## src/rtl/gte_pkg.sv

```systemverilog
package gte_pkg;

    localparam int WORD_W      = 32;
    localparam int ADDR_W      = 4;
    localparam int LANE        = 8;   // bits per action lane in the task register

    localparam logic [ADDR_W-1:0] A_TASK    = 4'h8;
    localparam logic [ADDR_W-1:0] A_FLAG    = 4'h9;
    localparam logic [ADDR_W-1:0] A_IEN_SET = 4'hA;
    localparam logic [ADDR_W-1:0] A_IEN_CLR = 4'hB;

    localparam int F_MODE = 0;
    localparam int F_POL  = 4;
    localparam int F_INIT = 8;
    localparam int F_PSEL = 16;

    typedef enum logic [1:0] {
        MODE_OFF   = 2'd0,
        MODE_EVENT = 2'd1,
        MODE_RSVD  = 2'd2,
        MODE_TASK  = 2'd3
    } mode_e;

    typedef enum logic [1:0] {
        POL_NONE = 2'd0,
        POL_RISE = 2'd1,
        POL_FALL = 2'd2,
        POL_ANY  = 2'd3
    } pol_e;

    typedef struct packed {
        logic [7:0] psel;
        logic       init;
        pol_e       pol;
        mode_e      mode;
    } chcfg_t;

    function automatic chcfg_t cfg_from_word(input logic [WORD_W-1:0] w);
        chcfg_t c;
        c.mode = mode_e'(w[F_MODE +: 2]);
        c.pol  = pol_e'(w[F_POL +: 2]);
        c.init = w[F_INIT];
        c.psel = w[F_PSEL +: 8];
        return c;
    endfunction

    function automatic logic [WORD_W-1:0] cfg_to_word(input chcfg_t c);
        logic [WORD_W-1:0] w;
        w = '0;
        w[F_MODE +: 2] = c.mode;
        w[F_POL +: 2]  = c.pol;
        w[F_INIT]      = c.init;
        w[F_PSEL +: 8] = c.psel;
        return w;
    endfunction

    // Task-mode next level: clear beats set beats output action.
    function automatic logic task_next(input logic cur, input pol_e pol,
                                       input logic act, input logic set, input logic clr);
        logic n;
        n = cur;
        if (clr)      n = 1'b0;
        else if (set) n = 1'b1;
        else if (act) begin
            case (pol)
                POL_RISE: n = 1'b1;
                POL_FALL: n = 1'b0;
                POL_ANY:  n = ~cur;
                default:  n = cur;
            endcase
        end
        return n;
    endfunction

    function automatic logic edge_hit(input pol_e pol, input logic was, input logic now);
        case (pol)
            POL_RISE: return ~was & now;
            POL_FALL: return was & ~now;
            POL_ANY:  return was ^ now;
            default:  return 1'b0;
        endcase
    endfunction

endpackage

```

## src/rtl/gte_sync.sv

```systemverilog
module gte_sync #(
    parameter int W = 16
) (
    input  logic         clk,
    input  logic         rst,
    input  logic [W-1:0] d_async,
    output logic [W-1:0] d_sync
);
    logic [W-1:0] stage1_q;
    logic [W-1:0] stage2_q;

    always_ff @(posedge clk) begin
        if (rst) begin
            stage1_q <= '0;
            stage2_q <= '0;
        end else begin
            stage1_q <= d_async;
            stage2_q <= stage1_q;
        end
    end

    assign d_sync = stage2_q;
endmodule

```

## src/rtl/gte_channel.sv

```systemverilog
module gte_channel
    import gte_pkg::*;
#(
    parameter int NPIN = 16,
    parameter int PSW  = 4
) (
    input  logic            clk,
    input  logic            rst,
    input  logic            cfg_we,
    input  chcfg_t          cfg_wr,
    input  logic            t_act,
    input  logic            t_set,
    input  logic            t_clr,
    input  logic [NPIN-1:0] pin_sync,
    input  logic            flag_clr,
    output chcfg_t          cfg,
    output logic            drive_en,
    output logic            drive_val,
    output logic [PSW-1:0]  drive_pin,
    output logic            flag
);
    chcfg_t cfg_q;
    logic   out_q;
    logic   prev_q;
    logic   armed_q;
    logic   flag_q;
    logic   cur;
    logic   hit;

    assign cur = pin_sync[cfg_q.psel[PSW-1:0]];
    assign hit = armed_q && (cfg_q.mode == MODE_EVENT) && edge_hit(cfg_q.pol, prev_q, cur);

    always_ff @(posedge clk) begin
        if (rst) begin
            cfg_q   <= '0;
            out_q   <= 1'b0;
            prev_q  <= 1'b0;
            armed_q <= 1'b0;
            flag_q  <= 1'b0;
        end else begin
            if (cfg_we) begin
                cfg_q   <= cfg_wr;
                armed_q <= 1'b0;
                if (cfg_wr.mode == MODE_TASK) out_q <= cfg_wr.init;
            end else begin
                armed_q <= 1'b1;
                if (cfg_q.mode == MODE_TASK)
                    out_q <= task_next(out_q, cfg_q.pol, t_act, t_set, t_clr);
            end
            prev_q <= cur;
            flag_q <= hit | (flag_q & ~flag_clr);
        end
    end

    assign cfg       = cfg_q;
    assign drive_en  = (cfg_q.mode == MODE_TASK);
    assign drive_val = out_q;
    assign drive_pin = cfg_q.psel[PSW-1:0];
    assign flag      = flag_q;

    AST_INIT_LEVEL: assert property (@(posedge clk) disable iff (rst)
        cfg_we && cfg_wr.mode == MODE_TASK |=> out_q == $past(cfg_wr.init));
    AST_SET_HIGH: assert property (@(posedge clk) disable iff (rst)
        cfg_q.mode == MODE_TASK && !cfg_we && t_set && !t_clr |=> out_q);
    AST_CLR_FIRST: assert property (@(posedge clk) disable iff (rst)
        cfg_q.mode == MODE_TASK && !cfg_we && t_clr |=> !out_q);
    AST_HOLD_IDLE: assert property (@(posedge clk) disable iff (rst)
        cfg_q.mode != MODE_TASK && !cfg_we |=> $stable(out_q));
    AST_NO_SPURIOUS: assert property (@(posedge clk) disable iff (rst)
        (cfg_q.mode != MODE_EVENT || cfg_q.pol == POL_NONE) && !flag_q |=> !flag_q);
    AST_FLAG_STICKY: assert property (@(posedge clk) disable iff (rst)
        flag_q && !flag_clr |=> flag_q);
    AST_REARM_QUIET: assert property (@(posedge clk) disable iff (rst)
        $past(cfg_we) && !flag_q |=> !flag_q);
endmodule

```

## src/rtl/gte_pin_mux.sv

```systemverilog
module gte_pin_mux #(
    parameter int NCH  = 8,
    parameter int NPIN = 16,
    parameter int PSW  = 4
) (
    input  logic [NCH-1:0]          drive_en,
    input  logic [NCH-1:0]          drive_val,
    input  logic [NCH-1:0][PSW-1:0] drive_pin,
    output logic [NPIN-1:0]         pin_oe,
    output logic [NPIN-1:0]         pin_out
);
    // Walk from the highest channel down so the lowest one writes last and wins.
    always_comb begin
        pin_oe  = '0;
        pin_out = '0;
        for (int ch = NCH - 1; ch >= 0; ch--) begin
            if (drive_en[ch]) begin
                pin_oe[drive_pin[ch]]  = 1'b1;
                pin_out[drive_pin[ch]] = drive_val[ch];
            end
        end
    end
endmodule

```

## src/rtl/gte_bank.sv

```systemverilog
module gte_bank
    import gte_pkg::*;
#(
    parameter int NCH  = 8,
    parameter int NPIN = 16
) (
    input  logic              clk,
    input  logic              rst,
    input  logic              bus_we,
    input  logic [3:0]        bus_addr,
    input  logic [31:0]       bus_wdata,
    output logic [31:0]       bus_rdata,
    input  logic [NPIN-1:0]   pin_in,
    output logic [NPIN-1:0]   pin_oe,
    output logic [NPIN-1:0]   pin_out,
    output logic              irq
);
    localparam int PSW = $clog2(NPIN);

    logic [NPIN-1:0]          pin_sync;
    chcfg_t                   cfg_v [NCH];
    logic [NCH-1:0]           drive_en;
    logic [NCH-1:0]           drive_val;
    logic [NCH-1:0][PSW-1:0]  drive_pin;
    logic [NCH-1:0]           flags;
    logic [NCH-1:0]           ien_q;
    logic                     wr_task;
    logic                     wr_flag;
    logic                     wr_ien_set;
    logic                     wr_ien_clr;
    logic [7:0]               unused_wdata;

    assign unused_wdata = bus_wdata[31:24];

    assign wr_task    = bus_we && bus_addr == A_TASK;
    assign wr_flag    = bus_we && bus_addr == A_FLAG;
    assign wr_ien_set = bus_we && bus_addr == A_IEN_SET;
    assign wr_ien_clr = bus_we && bus_addr == A_IEN_CLR;

    gte_sync #(.W(NPIN)) u_sync (
        .clk     (clk),
        .rst     (rst),
        .d_async (pin_in),
        .d_sync  (pin_sync)
    );

    for (genvar ch = 0; ch < NCH; ch++) begin : g_ch
        gte_channel #(.NPIN(NPIN), .PSW(PSW)) u_ch (
            .clk       (clk),
            .rst       (rst),
            .cfg_we    (bus_we && bus_addr == ADDR_W'(ch)),
            .cfg_wr    (cfg_from_word(bus_wdata)),
            .t_act     (wr_task && bus_wdata[ch]),
            .t_set     (wr_task && bus_wdata[LANE + ch]),
            .t_clr     (wr_task && bus_wdata[2*LANE + ch]),
            .pin_sync  (pin_sync),
            .flag_clr  (wr_flag && bus_wdata[ch]),
            .cfg       (cfg_v[ch]),
            .drive_en  (drive_en[ch]),
            .drive_val (drive_val[ch]),
            .drive_pin (drive_pin[ch]),
            .flag      (flags[ch])
        );
    end

    gte_pin_mux #(.NCH(NCH), .NPIN(NPIN), .PSW(PSW)) u_mux (
        .drive_en  (drive_en),
        .drive_val (drive_val),
        .drive_pin (drive_pin),
        .pin_oe    (pin_oe),
        .pin_out   (pin_out)
    );

    always_ff @(posedge clk) begin
        if (rst)             ien_q <= '0;
        else if (wr_ien_set) ien_q <= ien_q | bus_wdata[NCH-1:0];
        else if (wr_ien_clr) ien_q <= ien_q & ~bus_wdata[NCH-1:0];
    end

    assign irq = |(flags & ien_q);

    always_comb begin
        bus_rdata = '0;
        for (int ch = 0; ch < NCH; ch++)
            if (bus_addr == ADDR_W'(ch)) bus_rdata = cfg_to_word(cfg_v[ch]);
        case (bus_addr)
            A_FLAG:                 bus_rdata = WORD_W'(flags);
            A_IEN_SET, A_IEN_CLR:   bus_rdata = WORD_W'(ien_q);
            default: ;
        endcase
    end

    AST_IEN_SET: assert property (@(posedge clk) disable iff (rst)
        wr_ien_set |=> (ien_q & $past(bus_wdata[NCH-1:0])) == $past(bus_wdata[NCH-1:0]));
    AST_IEN_CLR: assert property (@(posedge clk) disable iff (rst)
        wr_ien_clr |=> (ien_q & $past(bus_wdata[NCH-1:0])) == '0);
    AST_IRQ_QUIET: assert property (@(posedge clk) disable iff (rst)
        ien_q == '0 |-> !irq);
endmodule

```

## config.mk

```make
export PLATFORM = sky130hd
export DESIGN_NAME = gte_bank
export DESIGN_NICKNAME = d
export VERILOG_FILES = /design/src/rtl/gte_pkg.sv /design/src/rtl/gte_sync.sv /design/src/rtl/gte_channel.sv /design/src/rtl/gte_pin_mux.sv /design/src/rtl/gte_bank.sv
export SDC_FILE = /design/constraint.sdc
export NUM_CORES = 1
export LEC_CHECK = 0
export ABC_CLOCK_PERIOD_IN_PS = 2650
export CORE_MARGIN = 3
export CORE_UTILIZATION = 50
export DETAILED_ROUTE_END_ITERATION = 10
export DONT_BUFFER_PORTS = 1
export PLACE_DENSITY = 0.74
export SLEW_MARGIN = 20
export SYNTH_ARGS = -nofsm -noshare
export SYNTH_HDL_FRONTEND = slang
export SYNTH_SLANG_ARGS = --single-unit
```

## constraint.sdc

```tcl
create_clock -name clk -period 2.65 [get_ports clk]
set_clock_uncertainty 0.15 [all_clocks]
set_input_delay 0.3975 -clock clk [delete_from_list [all_inputs] [get_ports clk]]
set_output_delay 0.3975 -clock clk [all_outputs]
set_load 0.05 [all_outputs]
```

Word-level counts from Yosys, hierarchy flattened
Index checks and enable logic that the tools add are counted.
Cells by class
  mux-type cells: 131
  reductions and logical operators: 104
  bitwise operators: 84
  eq/ne operators: 60
  magnitude comparators: 16
Operators with widths (number)
  16-bit two-way mux: 16
  32-bit two-way mux: 7
  16-bit bitwise mux: 7
  16-bit OR: 7
  1-bit logical AND: 68
  1-bit two-way mux: 65
  32-bit case mux with 2 select lines: 1
  2-bit == test (second input constant): 25
  1-bit case mux with 3 select lines: 16
  6-bit nonzero test: 8
  4-bit by 5-bit less-than comparator with 1-bit output (second input constant): 8
  1-bit binary-select mux with 4-bit select: 8
  1-bit demux with 4-bit select: 8
  2-bit by 1-bit == test with 1-bit output (second input constant): 16
  4-bit by 1-bit >= comparator with 1-bit output (second input constant): 8
  1-bit inverter: 32
  4-bit AND reduction: 8
  4-bit nonzero test: 8
  1-bit AND: 24
  24-bit two-way mux: 1
  2-bit nonzero test: 9
  16-bit AND: 1
  8-bit AND: 2
  4-bit by 3-bit == test with 1-bit output (second input constant): 4
  12 further kinds: 38
Word-level totals
  logic and storage cells: 462
  register bits: 176
  input bits: 55

Logic depth before layout (Yosys ltp)
  depth after elaboration: 20
  gate-level depth with buffers: 10
  gate-level depth less buffers: 9

Hierarchy
A second synthesis with hierarchy kept.
Unflattened totals
  cells, all modules: 1552
  area total of the unflattened synthesis: 13153.9 sq um
Modules (own cells, without submodules)
  gte_channel: seq. area each 340.3 sq um, area each 923.4 sq um, cells an instance 89, times used 8
  gte_pin_mux: seq. area each 0.0 sq um, area each 2944.1 sq um, cells an instance 486, times used 1
  gte_bank: seq. area each 160.2 sq um, area each 1959.4 sq um, cells an instance 287, times used 1
  gte_sync: seq. area each 640.6 sq um, area each 863.3 sq um, cells an instance 67, times used 1

Worst setup path before layout
OpenSTA, ideal clock, no wires.
  path kind: flip-flop to output port
  from: register g_ch[0].u_ch.cfg_q, in the netlist g_ch[0].u_ch.cfg[5]
  to: output port pin_out[12]
  path slack: -0.419 ns
  cell stages (with the launch flop): 7
  arrival: 2.521 ns
  cells stage by stage: dfxtp_1 buf_4 nand4b_1 o22ai_1 a21oi_1 o2bb2ai_1 a311oi_1
Between the ends
  longest elaborated chain between the ends: 6
  elaborated cells on any way between the ends: 7
  classes of those cells: order compare: 2; mux: 4; reduce/logical: 1
Ends and longest elaborated chain
  start: declaration: line gte_channel.sv:22  | chcfg_t cfg_q;
  start signal: assignment: line gte_channel.sv:42  | cfg_q <= cfg_wr;
  4-bit by 5-bit less-than comparator with 1-bit output (implied by the code) / 4-bit by 1-bit >= comparator with 1-bit output (equally long branches): line gte_pin_mux.sv:19  | pin_out[drive_pin[ch]] = drive_val[ch];
  1-bit logical AND (implied by the code): line gte_pin_mux.sv:19
  1-bit two-way mux (implied by the code): line gte_pin_mux.sv:19
  1-bit demux with 4-bit select *
  16-bit bitwise mux *: line gte_pin_mux.sv:19
  16-bit two-way mux *: line gte_pin_mux.sv:17  | if (drive_en[ch]) begin
  end: declaration: line gte_bank.sv:15  | output logic [NPIN-1:0] pin_out,
Mark *: on every way between the ends. The rest lies on a longest branch, timed or not.

Worst setup path in the final report
  from: register g_ch[4].u_ch.cfg_q, in the netlist g_ch[4].u_ch.cfg[5]
  to: output port pin_out[10]
Between the ends
  longest elaborated chain between the ends: 14
  elaborated cells on any way between the ends: 15
  classes of those cells: order compare: 2; mux: 12; reduce/logical: 1
Ends and longest elaborated chain (line)
  start: declaration: gte_channel.sv:22
  start signal: assignment: gte_channel.sv:42
  4-bit by 5-bit less-than comparator with 1-bit output (implied by the code) / 4-bit by 1-bit >= comparator with 1-bit output (equally long branches): gte_pin_mux.sv:19
  1-bit logical AND (implied by the code): gte_pin_mux.sv:19
  1-bit two-way mux (implied by the code): gte_pin_mux.sv:19
  1-bit demux with 4-bit select *
  16-bit bitwise mux *: gte_pin_mux.sv:19
  16-bit two-way mux *: gte_pin_mux.sv:17
  16-bit bitwise mux: gte_pin_mux.sv:19
  16-bit two-way mux *: gte_pin_mux.sv:17
  16-bit bitwise mux: gte_pin_mux.sv:19
  16-bit two-way mux *: gte_pin_mux.sv:17
  16-bit bitwise mux: gte_pin_mux.sv:19
  16-bit two-way mux *: gte_pin_mux.sv:17
  16-bit bitwise mux: gte_pin_mux.sv:19
  16-bit two-way mux *: gte_pin_mux.sv:17
Marked as above.

==> summary.txt <==
Total number of vias -> 12820
Total CTS buffers -> 17
Width of the die -> 161.2 µm
P&R area growth vs syn -> 32.89%
Worst skew pair latency -> 0.45 ns
# DRC -> 0
Synthesized instance count -> 1434
Layout cell share with drive strength beyond 1 -> 0.3089
Psw -> 1674 µW
Vias per inst -> 6.597
Met2 wire len -> 21810 µm
Critical Path RT -> 2.10 ns
Final setup violation count -> 20
Crit-path max FO -> 9
Final min period -> 2.846 ns
Status -> complete, but fails checks
Max Used Layer -> met5
Async set or reset register ratio after synthesis -> 0
Area after DPL -> 13270 µm²
Num rows -> 56
Largest net degree at the start of global routing -> 113
Setup ws final -> -0.1958 ns
Drt pass-1 iters -> 7
Failing checks -> setup timing
Post-synth cell types -> 62
Clk sinks -> 176
Arrival @ worst endpoint -> 2.30 ns
Yosys top cell area share -> 0.2927
Peak supply drop -> 0.5059 mV
Cell Pwr Density -> 366.8 nW/µm²
F_max -> 351.4 MHz
Initial core utilization -> 0.5114
Final period util -> 1.074
Clock Tree Buf Depth -> 2
Sequential share of power -> 0.469
Hpwl dp -> 31150 µm
Avg WL per Cell -> 24.58 µm
Total wire length -> 47790 µm
GRT Util Overall -> 0.3528
Final Max Slew Viols -> 0
DRT iter0 DRCs -> 1848
Critical path launch point type -> flop
Pre-CTS setup slack -> -0.1187 ns
Htree depth -> 4
Port bufs -> 0
Yosys warnings -> 0
IO Count -> 120
Core area -> 23540 µm²
Syn_area_per_cell -> 8.395 µm²
Routed Antenna Nets -> 0
Crit Path Class -> flop to output pin
Clock power share -> 0.440
Final setup TNS -> -1.543 ns
Static leakage -> 0.005732 µW
Antenna violations before repair -> 0
Vias in the first global route -> 12330
Commonest non-fill, non-tap cells in the layout -> nand2_1 (183), buf_4 (157), nor2_1 (148)
Max-Cap Viols -> 0
RSZ-0062 raised after global routing -> true
Combinational share of power -> 0.091
Final hold vios -> 0
Top cells by area, synth -> dfxtp_1 (29%), mux4_2 (12%), mux2i_1 (6.4%)
Crit end category -> output pin
Slew headroom -> 0.4691
Number of flops mapped to enable cells by yosys -> 0
Total congestion overflow -> 0
Fillers -> 1841
Clock Pin Slew Worst Setup and Hold Paths -> 0.07 ns
Power Internal -> 4195 µW
Root Driver -> clkbuf_16
CTS tree -> built
Gpl congestion -> 0.9934
Design area -> 16000 µm²
N_diodes -> 0
Slew at the pin closest to its max-slew limit -> 0.7941 ns
Met1 WL -> 17720 µm
Post-layout util -> 0.6796
Synthesized area -> 12040 µm²
Commonest non-fill, non-tap cell in the layout -> nand2_1
Post-synth top area cell -> dfxtp_1
Die height -> 161.2 µm
Die area -> 25980 µm²
Met3 Wirelength -> 5635 µm
Post-synthesis register bit count -> 176
First-pass GRT wire length -> 71480 µm
Sw Ratio -> 0.2852
Register area share after synthesis -> 0.2927
Nets -> 1715
Synth Flop Type -> dfxtp_1
Hold Path Class -> primary input to flop
==> sequential cells by signal (all words and copies together) (netlist names), named ones only <==
signal,flops
g_ch.u_ch.prev_q,8
g_ch.u_ch.armed_q,8
u_sync.stage1_q,16
g_ch.u_ch.drive_val,8
g_ch.u_ch.flag,8
u_sync.d_sync,16
g_ch.u_ch.cfg,104
==> cells in the mapped netlist (8+ instances only) <==
cell type and count:
nand2_1 187, dfxtp_1 176, nor2_1 166, a21oi_1 150, clkbuf_1 90, mux2i_1 77
mux4_2 66, ha_1 48, inv_1 45, nor2b_1 40, o22ai_1 32, nor3_1 30
buf_2 27, buf_4 24, o21ai_0 18, a221oi_1 17, nand2b_1 17, a22oi_1 16
nand3_1 15, nand4b_1 14, o2bb2ai_1 14, a211oi_1 12, a311oi_1 11, a31oi_1 11
mux2_2 11, nand4_1 9, o211ai_1 9, a222oi_1 8
==> final cells by class <==
type | count | area (µm²) | share of cell area
clock buffers | 17 | 425.4 | 0.02659
clock inverters | 15 | 166.4 | 0.01040
repair buffers | 293 | 2796 | 0.1748
flip-flops and latches | 176 | 3625 | 0.2266
well taps | 319 | 399.1 | 0.02495
inverters | 46 | 172.7 | 0.01079
multi-input cells | 1078 | 8414 | 0.5259
==> critical path, stage by stage (launching register included) <==
cell	delay, ns
dfxtp_4	0.40
buf_6	0.18
nand2b_1	0.19
o22ai_1	0.13
a221o_1	0.32
a22o_1	0.25
a21oi_2	0.21
buf_12	0.17
==> path summary, 6_finish.rpt <==
check,startpoint,end,cells past startpoint,slack (ns)
min reg2reg,g_ch[7].u_ch.cfg[4],g_ch[7].u_ch.cfg[4],2,0.31
max,g_ch[4].u_ch.cfg[5],pin_out[10],7,-0.20
max reg2reg,g_ch[2].u_ch.cfg[5],g_ch[2].u_ch.flag,9,-0.11
min,bus_wdata[7],g_ch[7].u_ch.flag,3,0.007
==> timing repair <==
action	4_1_cts	5_1_grt
setup buffers	31	13
hold endpoints to repair	176	0
setup endpoints to repair	39	34
resized for setup	160	95
pin swaps	32	34
gates cloned	1	0
hold buffers	85	0
==> power by group through the flow <==
stage | clock network (µW) | logic, µW | registers, µW
6_report | 2580 | 533 | 2750
3_5_place_dp | 0 | 356 | 2820
2_1_floorplan | 0 | 392 | 2790
4_1_cts | 2550 | 493 | 2750
3_3_place_gp | 0 | 347 | 2820
5_1_grt | 2670 | 560 | 2760
==> logic make-up (layout without fill, tap and decap cells) <==
group           Yosys count  after routing  share of synthesized area
compound gates          320            320                     0.1683
fa+ha+maj                48             48                    0.04989
simple gates            540            541                     0.2176
mux                     154            154                     0.1978
buf+inv                 195            371                    0.07348
other cells               1             15                  0.0003115
flops                   176            176                     0.2927
==> metrics by stage <==
step / total power, µW / hold WS, ns / cells
3_5_place_dp: 3179 / 0.2704 / 1782
2_1_floorplan: 3182 / 0.2638 / 1448
4_1_cts: 5786 / 0.001368 / 1931
5_1_grt: 5990 / 0.004611 / 1944
6_report: 5869 / 0.007005 / 1944
3_3_place_gp: 3168 / 0.2702 / 1782
==> metal layers <==
layer  vias up  global-route usage
met5         -                   0
met3       247             0.08797
met4         2              0.1607
met2       941              0.5651
li1       5515                   -
met1      6119              0.4516
(Power assumes the default switching activity.)
